## src/rtl/psr_flags.sv

```systemverilog
module psr_flags #(
  parameter int NCMD = 13
) (
  input  logic            clk,
  input  logic            rst_n,
  input  logic [NCMD-1:0] cmd,
  input  logic [7:0]      alu_res,
  input  logic            alu_carry,
  input  logic            alu_ovf,
  input  logic [7:0]      mem_opd,
  input  logic            irq_enter,
  input  logic            brk_enter,
  input  logic            pull_en,
  input  logic [7:0]      pull_data,
  output logic [7:0]      flags,
  output logic [7:0]      push_img,
  output logic            irq_mask
);
  localparam int P_C = 0, P_Z = 1, P_I = 2, P_D = 3, P_B = 4, P_T = 5, P_V = 6, P_N = 7;
  localparam int OP_ARITH = 0, OP_SHIFT = 1, OP_XFER = 2, OP_BIT = 3;
  localparam int OP_SETC = 4, OP_CLRC = 5, OP_SETI = 6, OP_CLRI = 7;
  localparam int OP_SETD = 8, OP_CLRD = 9, OP_SETT = 10, OP_CLRT = 11, OP_CLRV = 12;

  logic c_q, z_q, i_q, d_q, t_q, v_q, n_q;
  logic c_n, z_n, i_n, d_n, t_n, v_n, n_n;

  wire res_zero = (alu_res == 8'h00);
  wire res_neg  = alu_res[7];
  wire entry    = irq_enter | brk_enter;
  wire res_load = cmd[OP_ARITH] | cmd[OP_SHIFT] | cmd[OP_XFER];

  always_comb begin
    c_n = c_q; z_n = z_q; i_n = i_q; d_n = d_q;
    t_n = t_q; v_n = v_q; n_n = n_q;
    if (cmd[OP_ARITH] | cmd[OP_SHIFT]) c_n = alu_carry;
    if (res_load | cmd[OP_BIT])        z_n = res_zero;
    if (res_load)                      n_n = res_neg;
    if (cmd[OP_BIT])                   n_n = mem_opd[7];
    if (cmd[OP_ARITH])                 v_n = alu_ovf;
    if (cmd[OP_BIT])                   v_n = mem_opd[6];
    if (cmd[OP_SETC]) c_n = 1'b1;
    if (cmd[OP_CLRC]) c_n = 1'b0;
    if (cmd[OP_SETI]) i_n = 1'b1;
    if (cmd[OP_CLRI]) i_n = 1'b0;
    if (cmd[OP_SETD]) d_n = 1'b1;
    if (cmd[OP_CLRD]) d_n = 1'b0;
    if (cmd[OP_SETT]) t_n = 1'b1;
    if (cmd[OP_CLRT]) t_n = 1'b0;
    if (cmd[OP_CLRV]) v_n = 1'b0;
    if (pull_en) begin
      c_n = pull_data[P_C]; z_n = pull_data[P_Z]; i_n = pull_data[P_I];
      d_n = pull_data[P_D]; t_n = pull_data[P_T]; v_n = pull_data[P_V];
      n_n = pull_data[P_N];
    end
    if (entry) i_n = 1'b1;
  end

  always_ff @(posedge clk or negedge rst_n) begin
    if (!rst_n) begin
      c_q <= 1'b0; z_q <= 1'b0; i_q <= 1'b1; d_q <= 1'b0;
      t_q <= 1'b0; v_q <= 1'b0; n_q <= 1'b0;
    end else begin
      c_q <= c_n; z_q <= z_n; i_q <= i_n; d_q <= d_n;
      t_q <= t_n; v_q <= v_n; n_q <= n_n;
    end
  end

  assign flags    = {n_q, v_q, t_q, 1'b0,      d_q, i_q, z_q, c_q};
  assign push_img = {n_q, v_q, t_q, brk_enter, d_q, i_q, z_q, c_q};
  assign irq_mask = i_q;

  AST_CMD_ONEHOT: assert property (@(posedge clk) disable iff (!rst_n)
    $onehot0(cmd));
  AST_ARITH_ZERO: assert property (@(posedge clk) disable iff (!rst_n)
    (cmd[OP_ARITH] && !pull_en) |=> (flags[P_Z] == ($past(alu_res) == 8'h00)));
  AST_SHIFT_KEEPS_V: assert property (@(posedge clk) disable iff (!rst_n)
    (cmd[OP_SHIFT] && !pull_en) |=> $stable(flags[P_V]));
  AST_BIT_NV: assert property (@(posedge clk) disable iff (!rst_n)
    (cmd[OP_BIT] && !pull_en) |=> (flags[P_N:P_V] == $past(mem_opd[7:6])));
  AST_NO_SET_V: assert property (@(posedge clk) disable iff (!rst_n)
    (!cmd[OP_ARITH] && !cmd[OP_BIT] && !pull_en) |=> (flags[P_V] <= $past(flags[P_V])));
  AST_PUSH_BRK: assert property (@(posedge clk) disable iff (!rst_n)
    push_img[P_B] == brk_enter);
  AST_ENTRY_MASK: assert property (@(posedge clk) disable iff (!rst_n)
    (irq_enter || brk_enter) |=> irq_mask);
  AST_PULL_LOAD: assert property (@(posedge clk) disable iff (!rst_n)
    (pull_en && !irq_enter && !brk_enter) |=> (flags == ($past(pull_data) & 8'hEF)));
  AST_PULL_ENTRY: assert property (@(posedge clk) disable iff (!rst_n)
    (pull_en && (irq_enter || brk_enter)) |=> (flags == (($past(pull_data) & 8'hEF) | 8'h04)));
endmodule

```

## config.mk

```make
export PLATFORM = sky130hd
export DESIGN_NAME = psr_flags
export DESIGN_NICKNAME = d
export VERILOG_FILES = /design/src/rtl/psr_flags.sv
export SDC_FILE = /design/constraint.sdc
export NUM_CORES = 1
export LEC_CHECK = 0
export BUFFER_PORTS_ARGS = -buffer_cell sky130_fd_sc_hd__buf_2
export CORE_MARGIN = 4
export CORE_UTILIZATION = 31
export CTS_CLUSTER_DIAMETER = 150
export DETAILED_ROUTE_END_ITERATION = 16
export PLACE_DENSITY = 0.75
export SETUP_SLACK_MARGIN = 0.05
export SYNTH_ARGS = -nofsm -noshare
export SYNTH_HDL_FRONTEND = slang
export SYNTH_SLANG_ARGS = --single-unit
```

## constraint.sdc

```tcl
create_clock -name clk -period 1.2 [get_ports clk]
set_clock_uncertainty 0.15 [all_clocks]
set_input_delay 0.18 -clock clk [delete_from_list [all_inputs] [get_ports clk]]
set_output_delay 0.18 -clock clk [all_outputs]
set_load 0.005 [all_outputs]
```

Word level (Yosys, flattened, before mapping)
Cells that the tools add are included.
{"block": "op_classes", "n_addsub": 0, "mul": 0, "div_mod_pow": 0, "magnitude_cmp": 0, "eq_ne": 0, "shifts": 0, "mux": 23, "n_bitwise": 4, "reduce_logical": 8}
{"cell": "$mux W1", "n": 23}
{"cell": "$reduce_bool A4 Y1", "n": 3}
{"cell": "$reduce_bool A3 Y1", "n": 3}
{"cell": "$logic_not A8 Y1", "n": 1}
{"cell": "$or A1 B1 Y1", "n": 4}
{"cell": "$reduce_bool A2 Y1", "n": 1}
{"block": "word_totals", "regBits": 7, "latchBits": 0, "ram_bits": 0, "mem_bits_ro": 0, "in_bits": 44, "out_inout_bits": 17, "memories": 0}

Logic depth before layout (Yosys ltp)
Gate-level depths: netlist (run 1).
{"block": "logic_depth", "ltp_word": 5, "ltp_mapped": 3}

Worst setup path after synthesis (run 1)
No wires, ideal clock.
{"block": "synth_path", "path_type": "in2reg", "from": "input port alu_res[2]", "to": "register z_q", "setup_ns": 0.065, "t_arrival_ns": 1.028, "required_time_ns": 0.985, "path_slack_ns": -0.043, "stages": 3, "path_buffers": 0, "cell_sequence": "or4_1 > o31ai_1 > mux2_1"}
{"block": "synth_between", "elab_chain_cells": 3}
{"item": "from (decl)", "line": "7", "source": "input logic [7:0] alu_res,"}
{"item": "$logic_not A8 Y1", "line": "27", "source": "wire res_zero = (alu_res == 8'h00);"}
{"item": "$mux W1", "line": "36", "source": "if (res_load | cmd[OP_BIT]) z_n = res_zero;"}
{"item": "$mux W1", "line": "50", "source": "if (pull_en) begin"}
{"item": "to (signal assigned)", "line": "63", "source": "c_q <= c_n; z_q <= z_n; i_q <= i_n; d_q <= d_n;"}
{"item": "to (decl)", "line": "24", "source": "logic c_q, z_q, i_q, d_q, t_q, v_q, n_q;"}
Every way passes these cells. The select of a mux whose other input is x is not followed.
A chain may end at the register's enable or synchronous reset.

Final worst setup path (run 1)
{"block": "layout_path", "from": "register i_q, in the netlist irq_mask", "to": "output port push_img[2]"}
{"item": "from (decl)", "line": "24"}
{"item": "from (signal assigned)", "line": "63"}
{"item": "to (decl)", "line": "16", "source": "output logic [7:0] push_img,"}
No word-level cell between the ends.

==> flow_summary.yaml, run 1 <==
hold_path:
  min_path_type: "in -> reg"
  hold_depth: 3
  hold_end: "irq_mask"
  hp-start: "irq_enter"
setup_path:
  critPathRequiredTime_ns: 0.87
  cp_slowest_stage_delay_ns: 0.54
  slowest_stage: "dfstp_2"
  crit_type: "reg -> out"
  cp-start-kind: "flip-flop"
  path_delay_family: "flip-flops"
  r2r_slack_ns: 0.07
  worst_r2r_path_depth: 3
  reg2reg_to: "v_q"
  arrival_ns: 0.90
  critPathBufInv: 1
  endpoint_kind: "output pin"
  worst_r2r_startpoint: "v_q"
  cp_max_fo: 4
  path_cells: "buf_2"
layout:
  drive_gt1_frac: 0.623
  area_growth_syn_to_layout_pct: 71.4
  final_nets: 151
  utilization: 0.568
  final_area_um2: 856
  n_antenna_cell: 0
route:
  drc: 0
  drt_iter0_markers: 4
  num_vias: 553
  antenna_left: 0
  vias_per_cell: 4.53
  first_pass_iters: 2
  wl_per_cell_um: 11.6
  totalWireLength_mm: 1.42
floorplan:
  start_util: 0.331
  dieWidth_um: 48.1
  die_h_um: 48.1
  dieArea_mm2: 0.00232
  core_area_mm2: 0.00151
  num_rows: 14
  ios: 61
global_route:
  first_global_vias: 479
  grt_max_degree: 11
  grt.total_usage: 0.117
  grt_pass1_wl_mm: 1.86
  antenna_found_initial: 0
  grt-ovfl-total: 0
timing:
  hold_viol_final: 0
  maxSlewViolCount: 0
  clock.fmax_ghz: 0.812
  setup_viol: 3
  setup_ws_ns: -0.0316
  hold_slack_ns: 0.0152
  finalCriticalPeriod_ns: 1.23
  fin_crit_sh: 1.03
  rsz0062_at_grt: "true"
synthesis:
  yosys_warnings: 0
  syn_area_per_cell_um2: 9.24
  syn-instance-count: 54
  syn-cell-area_um2: 499
  synth-seq-area-share: 0.353
  synth.area.top_cells: "dfrtp_1 (30%), buf_4 (24%), o31ai_1 (7.5%)"
  ys_ff_latch: 7
  synth_area_leader_cell: "dfrtp_1"
  synth_fp_nets: 98
  yosys.cell_types.count: 17
  yosys.area.top_type_share: 0.301
placed_design:
  gp_congestion: 0.619
  dpl.hpwl_mm: 1.12
  placedInstanceArea_um2: 687
  io_buffers: 52
power:
  peakVddDrop_uv: 498
  p_per_area_mw_per_mm2: 797
  cellLeakagePower_uw: 0.000452
  finalPower_uw: 682
clock_network:
  cts-root-buf: "clkbuf_4"
  clk_path_buf_depth: 2
  cts_sinks: 7
  htreeDepth: 1
  clk-insertion-delay-late_ns: 0.24
  clk_pin_slew_ns: 0.05
  cts_setup_buffers: 0
  tritoncts: "yes"
  cts-buffers-inserted: 3
job:
  maxCapViolCount: 0
outcome:
  outcome: "finished with violations"
  violations: "setup timing"
-- per-stage QoR --
step | TNS, ns | worst slack, ns | instances
after global placement | -0.276 | -0.161 | 108
after global routing | -0.172 | -0.0580 | 122
final | -0.0918 | -0.0316 | 122
after floorplan | -0.0430 | -0.0430 | 54
after detailed placement | -0.315 | -0.176 | 108
after CTS | -0.126 | -0.0431 | 122
-- worst max-delay path by stage --
stage               start          end  slack, ns  depth (start not counted)
6_report         irq_mask  push_img[2]      -0.03                          1
5_1_grt          irq_mask  push_img[2]      -0.06                          1
4_1_cts          irq_mask  push_img[2]      -0.04                          1
3_5_place_dp   alu_res[2]          z_q      -0.18                          4
3_3_place_gp   alu_res[2]          z_q      -0.16                          4
2_1_floorplan  alu_res[2]          z_q      -0.04                          3
-- registers in the layout, summed over array words and instances, names as in the netlist --
| signal | count |
|---|---|
| c_q | 1 |
| irq_mask | 1 |
| d_q | 1 |
| z_q | 1 |
| n_q | 1 |
| v_q | 1 |
| t_q | 1 |
-- synth_stat cells --
master,instances
nand2_1,7
dfrtp_1,6
nor2_1,5
o21ai_0,1
dfstp_2,1
o311ai_1,1
o21a_1,1
buf_4,16
or4_1,2
o31ai_1,5
conb_1,1
clkbuf_1,1
mux2_2,1
mux2_1,2
nor4b_2,1
a211oi_1,1
mux2i_1,2
-- kinds of logic after synthesis --
| group | synth area share |
|---|---|
| compound gates | 0.133 |
| other cells | 0.00751 |
| simple gates | 0.150 |
| mux | 0.108 |
| buf+inv | 0.248 |
| flops | 0.353 |
-- per-layer routing --
metal | global-route usage | part of all wire
met5 | 0 | 0
met4 | 0.0645 | 0.014
met3 | 0.0258 | 0.10
met2 | 0.230 | 0.51
met1 | 0.110 | 0.37
-- cells in the final DEF, fill, tap and decap left out --
cell,Yosys,layout
buf_6,0,1
conb_1,1,1
or4_4,0,2
dlygate4sd3_1,0,10
clkbuf_4,0,3
a211oi_1,1,1
buf_4,16,3
buf_2,0,51
o31ai_4,0,1
dfstp_2,1,1
o21ai_0,1,1
nor4b_4,0,1
mux2_1,2,1
o31ai_1,5,4
o21a_1,1,1
nand2_1,7,7
dfrtp_1,6,6
o311ai_2,0,1
clkbuf_1,1,1
mux2i_1,2,2
mux2_4,0,2
nor2_1,5,5
-- power breakdown --
group          leakage (uW)  switching (uW)  internal (uW)
Clock             0.0000150            81.6            127
Sequential        0.0000847            13.1            256
Combinational      0.000352            77.6            127
-- area by class of cell --
| cell class | instances | area [um^2] |
|---|---|---|
| Timing Repair Buffer | 65 | 389 |
| Sequential cell | 7 | 176 |
| Clock buffer | 4 | 26.3 |
| Tap cell | 16 | 20.0 |
| Fill cell | 139 | 651 |
| Multi-Input combinational cell | 30 | 244 |
-- timing repair --
item | 4_1_cts | 5_1_grt
pin swaps | 0 | 2
endpoints found under the setup margin | 3 | 6
endpoints found under the hold margin | 12 | 0
gates resized for setup | 0 | 8
gates cloned | 0 | 0
hold buffers | 10 | 0
Power figures use the tool's default switching activity.
==> run 2: changes to the inputs <==
==> constraint.sdc (replaced) <==
create_clock -name clk -period 1.2 [get_ports clk]
set_clock_uncertainty 0.15 [all_clocks]
set_input_delay 0.24 -clock clk [delete_from_list [all_inputs] [get_ports clk]]
set_output_delay 0.24 -clock clk [all_outputs]
set_load 0.005 [all_outputs]
==> flow_summary.yaml, run 2 (same netlist as run 1, synthesis figures left out) <==
route:
  antenna_left: 0
  drc: 0
  drt_iter0_markers: 3
  totalWireLength_mm: 1.18
  vias_per_cell: 4.50
  wl_per_cell_um: 10.2
  first_pass_iters: 2
  num_vias: 522
layout:
  area_growth_syn_to_layout_pct: 53.1
  final_cell_mix: "buf_2 (51), nand2_1 (7), dfrtp_1 (6), buf_4 (6)"
  final_cells: 116
  drive_gt1_frac: 0.660
  multi_input_area_um2: 220
  fill_cells: 153
  mostFrequentLayoutCell: "buf_2"
  n_antenna_cell: 0
  seqCellArea_um2: 176
  final_nets: 145
setup_path:
  cp_slowest_stage_delay_ns: 0.54
  r2r_slack_ns: 0.07
  path_delay_family: "flip-flops"
  reg2reg_to: "v_q"
  cp-start-kind: "flip-flop"
  critPathBufInv: 1
  worst_r2r_startpoint: "v_q"
  endpoint_kind: "output pin"
  worst_r2r_path_depth: 3
  arrival_ns: 0.89
  cp_max_fo: 4
  crit_type: "reg -> out"
  path_cells: "buf_2"
  slowest_stage: "dfstp_2"
  critPathRequiredTime_ns: 0.81
timing:
  finalCriticalPeriod_ns: 1.28
  rsz0062_at_grt: "true"
  hold_viol_final: 0
  clock.fmax_ghz: 0.782
  fin_crit_sh: 1.07
  maxSlewViolCount: 0
  hold_slack_ns: 0.0288
  setup_viol: 3
  setup_ws_ns: -0.0781
global_route:
  grt-ovfl-total: 0
  antenna_found_initial: 0
  grt.total_usage: 0.0967
  grt_pass1_wl_mm: 1.57
  first_global_vias: 421
  grt_max_degree: 11
power:
  finalPower_uw: 650
  peakVddDrop_uv: 350
  cellLeakagePower_uw: 0.000420
  p_per_area_mw_per_mm2: 851
floorplan:
  dieArea_mm2: 0.00232
  num_rows: 14
  ios: 61
  core_area_mm2: 0.00151
  die_h_um: 48.1
  start_util: 0.331
  dieWidth_um: 48.1
hold_path:
  min_path_type: "in -> reg"
  hp-start: "cmd[7]"
  hold_end: "irq_mask"
  hold_depth: 2
clock_network:
  cts-buffers-inserted: 3
  tritoncts: "yes"
  cts_sinks: 7
  cts-root-buf: "clkbuf_4"
  clk_path_buf_depth: 2
  clk_pin_slew_ns: 0.05
  clk-insertion-delay-late_ns: 0.24
  htreeDepth: 1
outcome:
  violations: "setup timing"
  outcome: "finished with violations"
placed_design:
  io_buffers: 52
  place_ws_ns: -0.278
  gp_congestion: 0.627
  dpl.hpwl_mm: 1.07
  place_inst: 110
job:
  maxCapViolCount: 0
[run 2: changes by cell type in the layout (fill, tap and decap cells not counted), sizes merged]
cell	before	now
dlygate4sd3	10	1
buf	55	58
[run 2: per-layer routing]
metal	global-route usage	up-vias	wire length, um
met5	0	-	0
li1	-	264	-
met4	0.0323	0	8
met3	0.0369	2	218
met1	0.0962	221	399
met2	0.182	35	555
[run 2: through the flow]
stage,TNS (ns),instance area (um^2),utilization
CTS,-0.308,759,0.504
global route,-0.401,764,0.507
detailed placement,-0.493,709,0.471
finish,-0.233,764,0.507
floorplan,-0.103,515,-
global placement,-0.402,709,0.471
[run 2: where the power goes]
part	internal [uW]	switching, uW
logic	110	70.4
clock network	126	76.0
registers	256	12.1
total	492	158
[run 2: cell type report]
class,instances,share of cell area
clock buffers,4,0.0344
flip-flops and latches,7,0.231
well taps,16,0.0262
multi-input cells,30,0.288
repair buffers,59,0.421
[run 2: how the worst max path moves through the flow]
stage                        to  cells past startpoint       start  slack, ns
floorplan                   z_q                      3  alu_res[2]      -0.10
global placement            z_q                      4  alu_res[2]      -0.22
detailed placement          z_q                      4  alu_res[2]      -0.28
CTS                    flags[2]                      1    irq_mask       -0.1
global route        push_img[2]                      1    irq_mask      -0.13
finish                 flags[2]                      1    irq_mask      -0.08
[run 2: timing repair]
item | 4_1_cts | 5_1_grt
endpoints found under the setup margin | 12 | 17
buffers inserted | 1 | 0
hold buffers | 1 | 0
endpoints found under the hold margin | 7 | 0
gates resized for setup | 1 | 1
pin swaps | 2 | 0
